$ cat config.mk
export PLATFORM = sky130hd
export DESIGN_NAME = tmr_pair
export DESIGN_NICKNAME = d
export VERILOG_FILES = /design/src/rtl/tmr_pair_pkg.sv /design/src/rtl/tmr_mode_fsm.sv /design/src/rtl/tmr_capture.sv /design/src/rtl/tmr_chan.sv /design/src/rtl/tmr_pair.sv
export SDC_FILE = /design/constraint.sdc
export NUM_CORES = 1
export LEC_CHECK = 0
export CORE_MARGIN = 2
export CORE_UTILIZATION = 55
export DETAILED_ROUTE_END_ITERATION = 8
export DONT_BUFFER_PORTS = 1
export GPL_ROUTABILITY_DRIVEN = 1
export PLACE_DENSITY = 0.79
export SYNTH_ARGS = -nofsm -noshare
export SYNTH_HDL_FRONTEND = slang
export SYNTH_SLANG_ARGS = --single-unit
export TNS_END_PERCENT = 100
$ cat constraint.sdc
create_clock -name clk -period 3.1 [get_ports clk]
set_input_delay 0.465 -clock clk [delete_from_list [all_inputs] [get_ports clk]]
set_output_delay 0.465 -clock clk [all_outputs]
set_load 0.01 [all_outputs]
$ cat src/rtl/tmr_pair_pkg.sv
package tmr_pair_pkg;
    typedef enum logic [1:0] {
        MODE_SPLIT = 2'd0,
        MODE_WIDE  = 2'd1,
        MODE_CHAIN = 2'd2,
        MODE_STALL = 2'd3
    } mode_e;

    localparam logic [2:0] SRC_OFF  = 3'b000;
    localparam logic [2:0] SRC_TICK = 3'b001;
    localparam logic [2:0] SRC_LINK = 3'b100;

    localparam logic [1:0] CLR_ON_A = 2'b01;
    localparam logic [1:0] CLR_ON_B = 2'b10;

    localparam logic [3:0] AD_HI_CTL = 4'd0;
    localparam logic [3:0] AD_LO_CTL = 4'd1;
    localparam logic [3:0] AD_HI_STS = 4'd2;
    localparam logic [3:0] AD_LO_STS = 4'd3;
    localparam logic [3:0] AD_HI_CNT = 4'd4;
    localparam logic [3:0] AD_LO_CNT = 4'd5;
    localparam logic [3:0] AD_HI_CMA = 4'd6;
    localparam logic [3:0] AD_LO_CMA = 4'd7;
    localparam logic [3:0] AD_HI_CMB = 4'd8;
    localparam logic [3:0] AD_LO_CMB = 4'd9;

    typedef struct packed {
        logic cmfb;
        logic cmfa;
        logic ovf;
    } flags_t;
endpackage

$ cat src/rtl/tmr_mode_fsm.sv
module tmr_mode_fsm
    import tmr_pair_pkg::*;
(
    input  logic       clk,
    input  logic       rst_n,
    input  logic [2:0] hi_src,
    input  logic [2:0] lo_src,
    output mode_e      mode_o
);
    logic  hi_link;
    logic  lo_link;
    mode_e state_q;
    mode_e state_d;
    mode_e target;

    assign hi_link = (hi_src == SRC_LINK);
    assign lo_link = (lo_src == SRC_LINK);

    always_comb begin
        if (hi_link && lo_link)  target = MODE_STALL;
        else if (hi_link)        target = MODE_WIDE;
        else if (lo_link)        target = MODE_CHAIN;
        else                     target = MODE_SPLIT;
    end

    always_comb begin
        state_d = state_q;
        unique case (state_q)
            MODE_SPLIT: if (target != MODE_SPLIT) state_d = target;
            MODE_WIDE:  if (target != MODE_WIDE)  state_d = target;
            MODE_CHAIN: if (target != MODE_CHAIN) state_d = target;
            MODE_STALL: if (target != MODE_STALL) state_d = target;
            default:    state_d = MODE_SPLIT;
        endcase
    end

    always_ff @(posedge clk or negedge rst_n) begin
        if (!rst_n) state_q <= MODE_SPLIT;
        else        state_q <= state_d;
    end

    assign mode_o = state_q;


    stall_entry_chk: assert property (@(posedge clk) disable iff (!rst_n)
        (hi_link && lo_link) |=> (state_q == MODE_STALL));
endmodule

$ cat src/rtl/tmr_capture.sv
module tmr_capture (
    input  logic       clk,
    input  logic       rst_n,
    input  logic       cap_i,
    input  logic       cfg_we,
    input  logic [2:0] cfg_d,
    output logic       ice_o,
    output logic       evt_o
);
    logic       s1_q, s2_q, s3_q;
    logic [1:0] edge_q;
    logic       ice_q;
    logic       rise, fall;

    always_ff @(posedge clk or negedge rst_n) begin
        if (!rst_n) begin
            s1_q <= 1'b0;
            s2_q <= 1'b0;
            s3_q <= 1'b0;
        end else begin
            s1_q <= cap_i;
            s2_q <= s1_q;
            s3_q <= s2_q;
        end
    end

    always_ff @(posedge clk or negedge rst_n) begin
        if (!rst_n) begin
            edge_q <= 2'b00;
            ice_q  <= 1'b0;
        end else if (cfg_we) begin
            edge_q <= cfg_d[1:0];
            ice_q  <= cfg_d[2];
        end
    end

    assign rise  = s2_q & ~s3_q;
    assign fall  = ~s2_q & s3_q;
    assign ice_o = ice_q;

    always_comb begin
        unique case (edge_q)
            2'b01:   evt_o = ice_q & rise;
            2'b10:   evt_o = ice_q & fall;
            2'b11:   evt_o = ice_q & (rise | fall);
            default: evt_o = 1'b0;
        endcase
    end
endmodule

$ cat src/rtl/tmr_chan.sv
module tmr_chan
    import tmr_pair_pkg::*;
#(
    parameter int CW = 8
) (
    input  logic          clk,
    input  logic          rst_n,
    input  logic          wr_ctl,
    input  logic          wr_sts,
    input  logic          wr_cnt,
    input  logic          wr_cma,
    input  logic          wr_cmb,
    input  logic [CW-1:0] wr_data,
    input  logic          step,
    input  logic [CW-1:0] nxt,
    input  logic          evt_ovf,
    input  logic          evt_a,
    input  logic          evt_b,
    input  logic          cap_ld,
    input  logic [CW-1:0] cap_val,
    output logic [CW-1:0] cnt,
    output logic [CW-1:0] cma,
    output logic [CW-1:0] cmb,
    output logic [2:0]    src,
    output logic [1:0]    clr_sel,
    output flags_t        flags,
    output logic          mat_a,
    output logic          mat_b
);
    flags_t set_v;
    flags_t keep_v;

    assign set_v  = '{cmfb: evt_b | cap_ld, cmfa: evt_a, ovf: evt_ovf};
    assign keep_v = wr_sts ? flags_t'(wr_data[2:0]) : 3'b111;

    always_ff @(posedge clk or negedge rst_n) begin
        if (!rst_n) begin
            cnt     <= '0;
            cma     <= '1;
            cmb     <= '1;
            src     <= SRC_OFF;
            clr_sel <= 2'b00;
            flags   <= '0;
            mat_a   <= 1'b0;
            mat_b   <= 1'b0;
        end else begin
            if (wr_cnt)    cnt <= wr_data;
            else if (step) cnt <= nxt;
            if (wr_cma)    cma <= wr_data;
            if (cap_ld)      cmb <= cap_val;
            else if (wr_cmb) cmb <= wr_data;
            if (wr_ctl) begin
                src     <= wr_data[2:0];
                clr_sel <= wr_data[4:3];
            end
            flags <= set_v | (flags & keep_v);
            mat_a <= evt_a;
            mat_b <= evt_b;
        end
    end


    flag_sticky_chk: assert property (@(posedge clk) disable iff (!rst_n)
        ((flags != 3'b000) && !wr_sts) |=> ((flags & $past(flags)) == $past(flags)));
endmodule

$ cat src/rtl/tmr_pair.sv
module tmr_pair
    import tmr_pair_pkg::*;
#(
    parameter int CW = 8
) (
    input  logic          clk,
    input  logic          rst_n,
    input  logic          tick_i,
    input  logic          cap_i,
    input  logic          wr_en,
    input  logic [3:0]    wr_addr,
    input  logic [CW-1:0] wr_data,
    output logic [CW-1:0] hi_cnt_o,
    output logic [CW-1:0] lo_cnt_o,
    output logic [CW-1:0] hi_cmb_o,
    output logic [CW-1:0] lo_cmb_o,
    output logic [2:0]    hi_flags_o,
    output logic [2:0]    lo_flags_o,
    output logic          hi_mata_o,
    output logic          hi_matb_o,
    output logic          lo_mata_o,
    output logic          lo_matb_o
);
    localparam int WW = 2 * CW;

    mode_e         mode;
    logic [CW-1:0] hi_cnt, lo_cnt, hi_cma, lo_cma, hi_cmb, lo_cmb;
    logic [2:0]    hi_src, lo_src;
    logic [1:0]    hi_clr_sel, lo_clr_sel;
    flags_t        hi_flags, lo_flags;
    logic          ice, cap_evt;
    logic          hi_own, lo_own;

    // per-channel write decode
    logic [1:0] wctl, wsts, wcnt, wcma, wcmb;
    assign wctl = {wr_en && wr_addr == AD_HI_CTL, wr_en && wr_addr == AD_LO_CTL};
    assign wsts = {wr_en && wr_addr == AD_HI_STS, wr_en && wr_addr == AD_LO_STS};
    assign wcnt = {wr_en && wr_addr == AD_HI_CNT, wr_en && wr_addr == AD_LO_CNT};
    assign wcma = {wr_en && wr_addr == AD_HI_CMA, wr_en && wr_addr == AD_LO_CMA};
    assign wcmb = {wr_en && wr_addr == AD_HI_CMB, wr_en && wr_addr == AD_LO_CMB};

    assign hi_own = tick_i && (hi_src == SRC_TICK);
    assign lo_own = tick_i && (lo_src == SRC_TICK);

    // split-mode per-byte next values
    logic          h_clr, l_clr;
    logic [CW-1:0] h_next, l_next;
    assign h_clr  = ((hi_clr_sel == CLR_ON_A) && (hi_cnt == hi_cma)) ||
                    ((hi_clr_sel == CLR_ON_B) && !ice && (hi_cnt == hi_cmb));
    assign l_clr  = ((lo_clr_sel == CLR_ON_A) && (lo_cnt == lo_cma)) ||
                    ((lo_clr_sel == CLR_ON_B) && (lo_cnt == lo_cmb));
    assign h_next = h_clr ? '0 : hi_cnt + 1'b1;
    assign l_next = l_clr ? '0 : lo_cnt + 1'b1;

    // joined 16-bit datapath
    logic [WW-1:0] w_cnt, w_cma, w_cmb, w_next;
    logic          w_clr;
    assign w_cnt  = {hi_cnt, lo_cnt};
    assign w_cma  = {hi_cma, lo_cma};
    assign w_cmb  = {hi_cmb, lo_cmb};
    assign w_clr  = ((hi_clr_sel == CLR_ON_A) && (w_cnt == w_cma)) ||
                    ((hi_clr_sel == CLR_ON_B) && !ice && (w_cnt == w_cmb));
    assign w_next = w_clr ? '0 : w_cnt + 1'b1;

    // high channel split-mode events, reused by the chain
    logic sp_h_ovf, sp_h_a, sp_h_b;
    assign sp_h_ovf = hi_own && !h_clr && (&hi_cnt);
    assign sp_h_a   = hi_own && (h_next == hi_cma);
    assign sp_h_b   = hi_own && !ice && (h_next == hi_cmb);

    logic          hi_step, lo_step;
    logic [CW-1:0] hi_nx, lo_nx;
    logic          hi_ovf, hi_a, hi_b, lo_ovf, lo_a, lo_b;

    always_comb begin
        hi_step = 1'b0; hi_nx = h_next; hi_ovf = 1'b0; hi_a = 1'b0; hi_b = 1'b0;
        lo_step = 1'b0; lo_nx = l_next; lo_ovf = 1'b0; lo_a = 1'b0; lo_b = 1'b0;
        unique case (mode)
            MODE_SPLIT: begin
                hi_step = hi_own; hi_ovf = sp_h_ovf; hi_a = sp_h_a; hi_b = sp_h_b;
                lo_step = lo_own;
                lo_ovf  = lo_own && !l_clr && (&lo_cnt);
                lo_a    = lo_own && (l_next == lo_cma);
                lo_b    = lo_own && (l_next == lo_cmb);
            end
            MODE_CHAIN: begin
                hi_step = hi_own; hi_ovf = sp_h_ovf; hi_a = sp_h_a; hi_b = sp_h_b;
                lo_step = sp_h_a;
                lo_ovf  = sp_h_a && !l_clr && (&lo_cnt);
                lo_a    = sp_h_a && (l_next == lo_cma);
                lo_b    = sp_h_a && (l_next == lo_cmb);
            end
            MODE_WIDE: begin
                lo_step = lo_own;
                lo_nx   = w_next[CW-1:0];
                hi_step = lo_own && (w_clr || (&lo_cnt));
                hi_nx   = w_next[WW-1:CW];
                hi_ovf  = lo_own && !w_clr && (&w_cnt);
                hi_a    = lo_own && (w_next == w_cma);
                hi_b    = lo_own && !ice && (w_next == w_cmb);
                lo_ovf  = lo_own && !w_clr && (&lo_cnt);
                lo_a    = lo_own && (w_next[CW-1:0] == lo_cma);
                lo_b    = lo_own && !ice && (w_next[CW-1:0] == lo_cmb);
            end
            MODE_STALL: ;
            default: ;
        endcase
    end

    logic lo_cap;
    assign lo_cap = cap_evt && (mode == MODE_WIDE);

    tmr_mode_fsm u_mode (
        .clk    (clk),
        .rst_n  (rst_n),
        .hi_src (hi_src),
        .lo_src (lo_src),
        .mode_o (mode)
    );

    tmr_capture u_cap (
        .clk    (clk),
        .rst_n  (rst_n),
        .cap_i  (cap_i),
        .cfg_we (wsts[1]),
        .cfg_d  (wr_data[5:3]),
        .ice_o  (ice),
        .evt_o  (cap_evt)
    );

    tmr_chan #(.CW(CW)) u_hi (
        .clk (clk), .rst_n (rst_n),
        .wr_ctl (wctl[1]), .wr_sts (wsts[1]), .wr_cnt (wcnt[1]),
        .wr_cma (wcma[1]), .wr_cmb (wcmb[1]), .wr_data (wr_data),
        .step (hi_step), .nxt (hi_nx),
        .evt_ovf (hi_ovf), .evt_a (hi_a), .evt_b (hi_b),
        .cap_ld (cap_evt), .cap_val (hi_cnt),
        .cnt (hi_cnt), .cma (hi_cma), .cmb (hi_cmb),
        .src (hi_src), .clr_sel (hi_clr_sel), .flags (hi_flags),
        .mat_a (hi_mata_o), .mat_b (hi_matb_o)
    );

    tmr_chan #(.CW(CW)) u_lo (
        .clk (clk), .rst_n (rst_n),
        .wr_ctl (wctl[0]), .wr_sts (wsts[0]), .wr_cnt (wcnt[0]),
        .wr_cma (wcma[0]), .wr_cmb (wcmb[0]), .wr_data (wr_data),
        .step (lo_step), .nxt (lo_nx),
        .evt_ovf (lo_ovf), .evt_a (lo_a), .evt_b (lo_b),
        .cap_ld (lo_cap), .cap_val (lo_cnt),
        .cnt (lo_cnt), .cma (lo_cma), .cmb (lo_cmb),
        .src (lo_src), .clr_sel (lo_clr_sel), .flags (lo_flags),
        .mat_a (lo_mata_o), .mat_b (lo_matb_o)
    );

    assign hi_cnt_o   = hi_cnt;
    assign lo_cnt_o   = lo_cnt;
    assign hi_cmb_o   = hi_cmb;
    assign lo_cmb_o   = lo_cmb;
    assign hi_flags_o = hi_flags;
    assign lo_flags_o = lo_flags;


    stall_hold_chk: assert property (@(posedge clk) disable iff (!rst_n)
        (mode == MODE_STALL && !wr_en) |=> ($stable(hi_cnt) && $stable(lo_cnt)));


    wide_clear_chk: assert property (@(posedge clk) disable iff (!rst_n)
        (mode == MODE_WIDE && lo_own && w_clr && !wr_en) |=> (hi_cnt == '0 && lo_cnt == '0));


    chain_step_chk: assert property (@(posedge clk) disable iff (!rst_n)
        (mode == MODE_CHAIN && !sp_h_a && !wr_en) |=> $stable(lo_cnt));


    capture_load_chk: assert property (@(posedge clk) disable iff (!rst_n)
        cap_evt |=> (hi_flags.cmfb && hi_cmb == $past(hi_cnt)));
endmodule

==> summary by stage <==
Outcome
The flow ran to the end, but the final reports show violations. The checks that failed: negative setup slack.

Timing
Once routing completed, OpenROAD measured the worst setup slack at -53.8 ps. Measured against its own limit, the worst slew margin works out to 0.370. The routed design could run at a clock period as short as 3150 ps. The number of max-slew violations in the final report is 0. Setup repair after global routing could not meet its margin everywhere.

At the pin with the least slew margin, the transition time is 941 ps. Hold timing on the final database bottoms out at a slack of 91.8 ps. The number of hold violations in the final report is 0. The maximum operating frequency is 317 MHz. The count of final setup violators is 2. Clock skew on the completed layout was measured at 13.3 ps.

In the finished design, the share of the clock period the worst path needs comes to 1.02. After routing, the total negative slack on setup checks comes to -91.7 ps.

Worst setup path
The worst setup path category is flip-flop to flip-flop. The reg-to-reg setup timing slack is -50 ps. The worst register-to-register path ends at u_hi.flags[1].

At the worst endpoint, the required time is 3430 ps. The critical path ends at u_hi.flags[1]. Of all nets on the critical path, the largest fanout is 6.

The startpoint of the worst-slack reg-to-reg timing path is u_lo.cma[7]. The gate family responsible for the most delay along the worst path is simple AND/OR/NAND/NOR gates. The element type at the critical path start is a flip-flop. The critical path goes through xnor2_1 > nand4_1 > nor4_4 > a22oi_2 > buf_4 > buf_4 > a211oi_1 > a21oi_1 > nor4_2 > buf_4 > nand4_1 > nand3_1. The logic depth of the worst register-to-register path is 12. The capturing element type of the critical path is a flip-flop. The critical path buffer and inverter count is 3. The source of the critical timing path is u_lo.cma[7].

In this design, the critical path's most frequently occurring cell is sky130_fd_sc_hd__buf_4. The number of stages on the worst setup path is 12. For this run, the slowest stage of the critical path takes 610 ps. Data on the critical path arrives at its endpoint at 3480 ps. On the critical path, the stage with the largest delay is an instance of sky130_fd_sc_hd__dfstp_2.

Finish
The layout cell share with drive strength beyond 1 is 0.289. In the final layout, flip-flops and latches occupy 1950 um2. For this run, the share of the core covered by cells in the final layout is 0.668. The layout net count is 766. The area of the multi-input gates is 3790 um2. The finished layout cell area is 6960 um2. 0 antenna diodes ended up in the layout. The final-layout fill cell count is 864. The signed area change from the synthesized netlist to the final layout is 17.4%.

Die
In this run the vertical extent of the chip is 108 um. For this design the top-level I/O count stands at 59. The die covers 11600 um2. The die span in x is 108 um. The initialized floorplan defines 37 standard-cell rows. The initial utilization of the core area, before any placement, comes to 0.569. The total area inside the core boundary comes to 10400 um2.

Drt
After detailed routing, the average wire length per cell comes to 24.3 um. The detailed router finished its first iteration with 752 violations. The detailed router placed 5887 vias in this run.

In this run the remaining antenna-violating nets after routing total 0. Summed over all layers, the routed wires come to 21600 um. The post-detailed-route via-to-cell ratio is 6.64. Before antenna repair, the detailed router went through 5 iterations. After detailed routing, the number of remaining DRC violations is 0.

Synthesis
Synthesis inferred 76 register bits. The total number of yosys warnings is 0. Measured against the total synthesized area, the mux share comes to 0.0802. The per-instance average area after synthesis is 8.59 um2. Sorting the synthesized cells by area gives the leading types as sky130_fd_sc_hd__dfrtp_1, sky130_fd_sc_hd__dfstp_2, sky130_fd_sc_hd__xnor2_1, sky130_fd_sc_hd__mux2_2, sky130_fd_sc_hd__a21oi_1. Of the post-synthesis cell area, the dominant cell type holds 0.186.

The synthesized netlist contains 74 unique library cells. Synthesis produced a netlist whose cell count is 690. The largest area contributor in the synthesized netlist is sky130_fd_sc_hd__dfrtp_1. The sequential area share after synthesis is 0.328. The combinational family with the most area after synthesis is simple AND/OR/NAND/NOR gates.

Of the total synthesized cell area, the portion taken by XOR and XNOR cells is 0.108. In the synthesized netlist the dominant register cell turns out to be sky130_fd_sc_hd__dfrtp_1. The arithmetic-cell share of the synthesized area counting full adders, half adders and majority gates is 0.00844. The post-synthesis cell area is 5930 um2. The post-synthesis net count is 711. Counting flops with an async set or reset pin after synthesis yields a share of 1.00. The number of enable-type register cells in the synthesized netlist is 0. The share of the synthesized area in compound gates (AO/OA/AOI/OAI) came to 0.202.

Of the total synthesized cell area, the portion taken by AND, OR, NAND and NOR gates is 0.219. In the post-synthesis netlist, the cell with the most instances is sky130_fd_sc_hd__nor2_1. Counting instances in the post-synthesis netlist gives the leading cell types as sky130_fd_sc_hd__nor2_1, sky130_fd_sc_hd__a21oi_1, sky130_fd_sc_hd__nand2_1.

Clocking
TritonCTS built the clock tree. The clock passes through at most 2 buffers. The cell chosen for the clock root is sky130_fd_sc_hd__clkbuf_8. The H-tree was split into 3 levels.

The number of sinks handled by clock tree synthesis is 76. Clock tree synthesis inserted a total of 9 buffers. The register clock-pin slew on the reported worst setup and hold paths is 90 ps. The insertion delay of the later-clocked pin in the worst-skew pair is 390 ps.

Pwr
Power spread over the standard cell area amounts to 950 nW/um2. Of the total power, the share spent switching nets is 0.473. VDD sags by at most 0.614 mV.

The internal power of the cells totals 3.48 mW. Of the total power, the clock network draws 0.126. The static leakage is 2.77 nW.

The share of total power dissipated in combinational logic is 0.570. Summed over all nets, the switching power comes to 3.13 mW. Of the total power, registers draw 0.304.

Hold path
The min-delay analysis places its worst path in the category input pin to flip-flop.

Placement
In this run the cell area measured after placement is 6460 um2. The number of I/O port buffers is 0. The half-perimeter wire length after placement is 15400 um.

Routability-driven placement finished with a final weighted congestion of 1.03.

Global route
Entering global routing, the biggest net connects 77 pins. The first global-routing pass estimated 32300 um of wire. The initial antenna violation count is 0. In the global route stage, overall resource usage came out at 0.378.

The via count of the first global-routing pass is 5650. The total grt overflow is 0.

Flow run
The tool flagged a number of max-cap violations equal to 0.
## cells in the final DEF, fill, tap and decap left out, types with 11 or more instances in the layout
master,count
sky130_fd_sc_hd__nor3_1,11
sky130_fd_sc_hd__mux2_2,28
sky130_fd_sc_hd__nand2_1,56
sky130_fd_sc_hd__o21ai_0,38
sky130_fd_sc_hd__inv_1,14
sky130_fd_sc_hd__xnor2_1,40
sky130_fd_sc_hd__nor2_1,63
sky130_fd_sc_hd__nand4_1,15
sky130_fd_sc_hd__nand3_1,14
sky130_fd_sc_hd__dfstp_2,32
sky130_fd_sc_hd__mux2i_1,16
sky130_fd_sc_hd__a211oi_1,13
sky130_fd_sc_hd__xor2_1,27
sky130_fd_sc_hd__a31oi_1,12
sky130_fd_sc_hd__buf_4,98
sky130_fd_sc_hd__a21oi_1,56
sky130_fd_sc_hd__dfrtp_1,38
## cells by family after synthesis
kind of cell | after synthesis
flops | 76
fa+ha+maj | 4
compound gates | 182
simple gates | 241
xor+xnor | 72
buf+inv | 71
mux | 44
## how the worst min path moves through the flow
stage | cells past startpoint | slack [ps] | startpoint | end
floorplan | 0 | 170 | rst_n | u_cap.edge_q[0]
global placement | 0 | 170 | rst_n | u_hi.flags[2]
detailed placement | 0 | 170 | rst_n | u_hi.cnt[7]
CTS | 0 | 80 | cap_i | u_cap.s1_q
global route | 0 | 70 | cap_i | u_cap.s1_q
finish | 0 | 90 | cap_i | u_cap.s1_q
## power groups by stage
stage	Sequential, mW	Combinational, mW	Clock, mW
2_1_floorplan	1.75	2.54	0
3_3_place_gp	1.98	3.41	0
3_5_place_dp	1.99	3.48	0
4_1_cts	1.98	3.55	0.845
5_1_grt	2.04	4.06	0.881
6_report	2.01	3.76	0.830
## per-layer routing
metal  wire length (um)  up-vias  global-route usage  part of all wire
met1               8420     2840               0.482              0.39
met4               1250        0               0.219             0.058
met2               9790      342               0.574              0.45
li1                   -     2621                   -                 -
met3               2120       84               0.102             0.098
met5                  0        -                   0                 0
## final cells by class
cell class	count	share of cell area
clock inverter	7	0.0115
multi-input combinational	543	0.544
tap	136	0.0245
inverter	14	0.00756
timing repair buffer	101	0.114
clock buffer	9	0.0178
sequential	76	0.280
## worst register-to-register path, delay by kind of cell (launching register included)
| family | cells | cell delay, ps |
|---|---|---|
| AOI/OAI and AO/OA | 3 | 560 |
| xor gates and xnor gates | 1 | 160 |
| and+or+nand+nor | 5 | 1240 |
| DFF | 1 | 610 |
| buffers and inverters | 3 | 520 |
## per-stage QoR
step	power [mW]	setup slack, ps	cells
after floorplan	4.29	48.5	690
after global placement	5.39	-155	852
after detailed placement	5.47	-186	852
after CTS	6.37	20.2	872
after global routing	6.98	-117	886
final	6.61	-53.8	886
## repair_timing
action	CTS	global route
endpoints found under the setup margin	20	19
hold endpoints to repair	76	0
pin swaps	1	9
hold buffers	2	0
resized for setup	4	27
setup buffers	2	14
## registers in the layout, summed over array words and instances, names as in the netlist, 3 cells and up
signal / flops
u_hi.flags: 3
u_lo.src: 3
u_hi.cnt: 8
u_lo.cmb: 8
u_lo.flags: 3
u_hi.cmb: 8
u_lo.cma: 8
u_hi.cma: 8
u_hi.src: 3
u_lo.cnt: 8
Note: power is estimated with default switching activity, not from simulation.
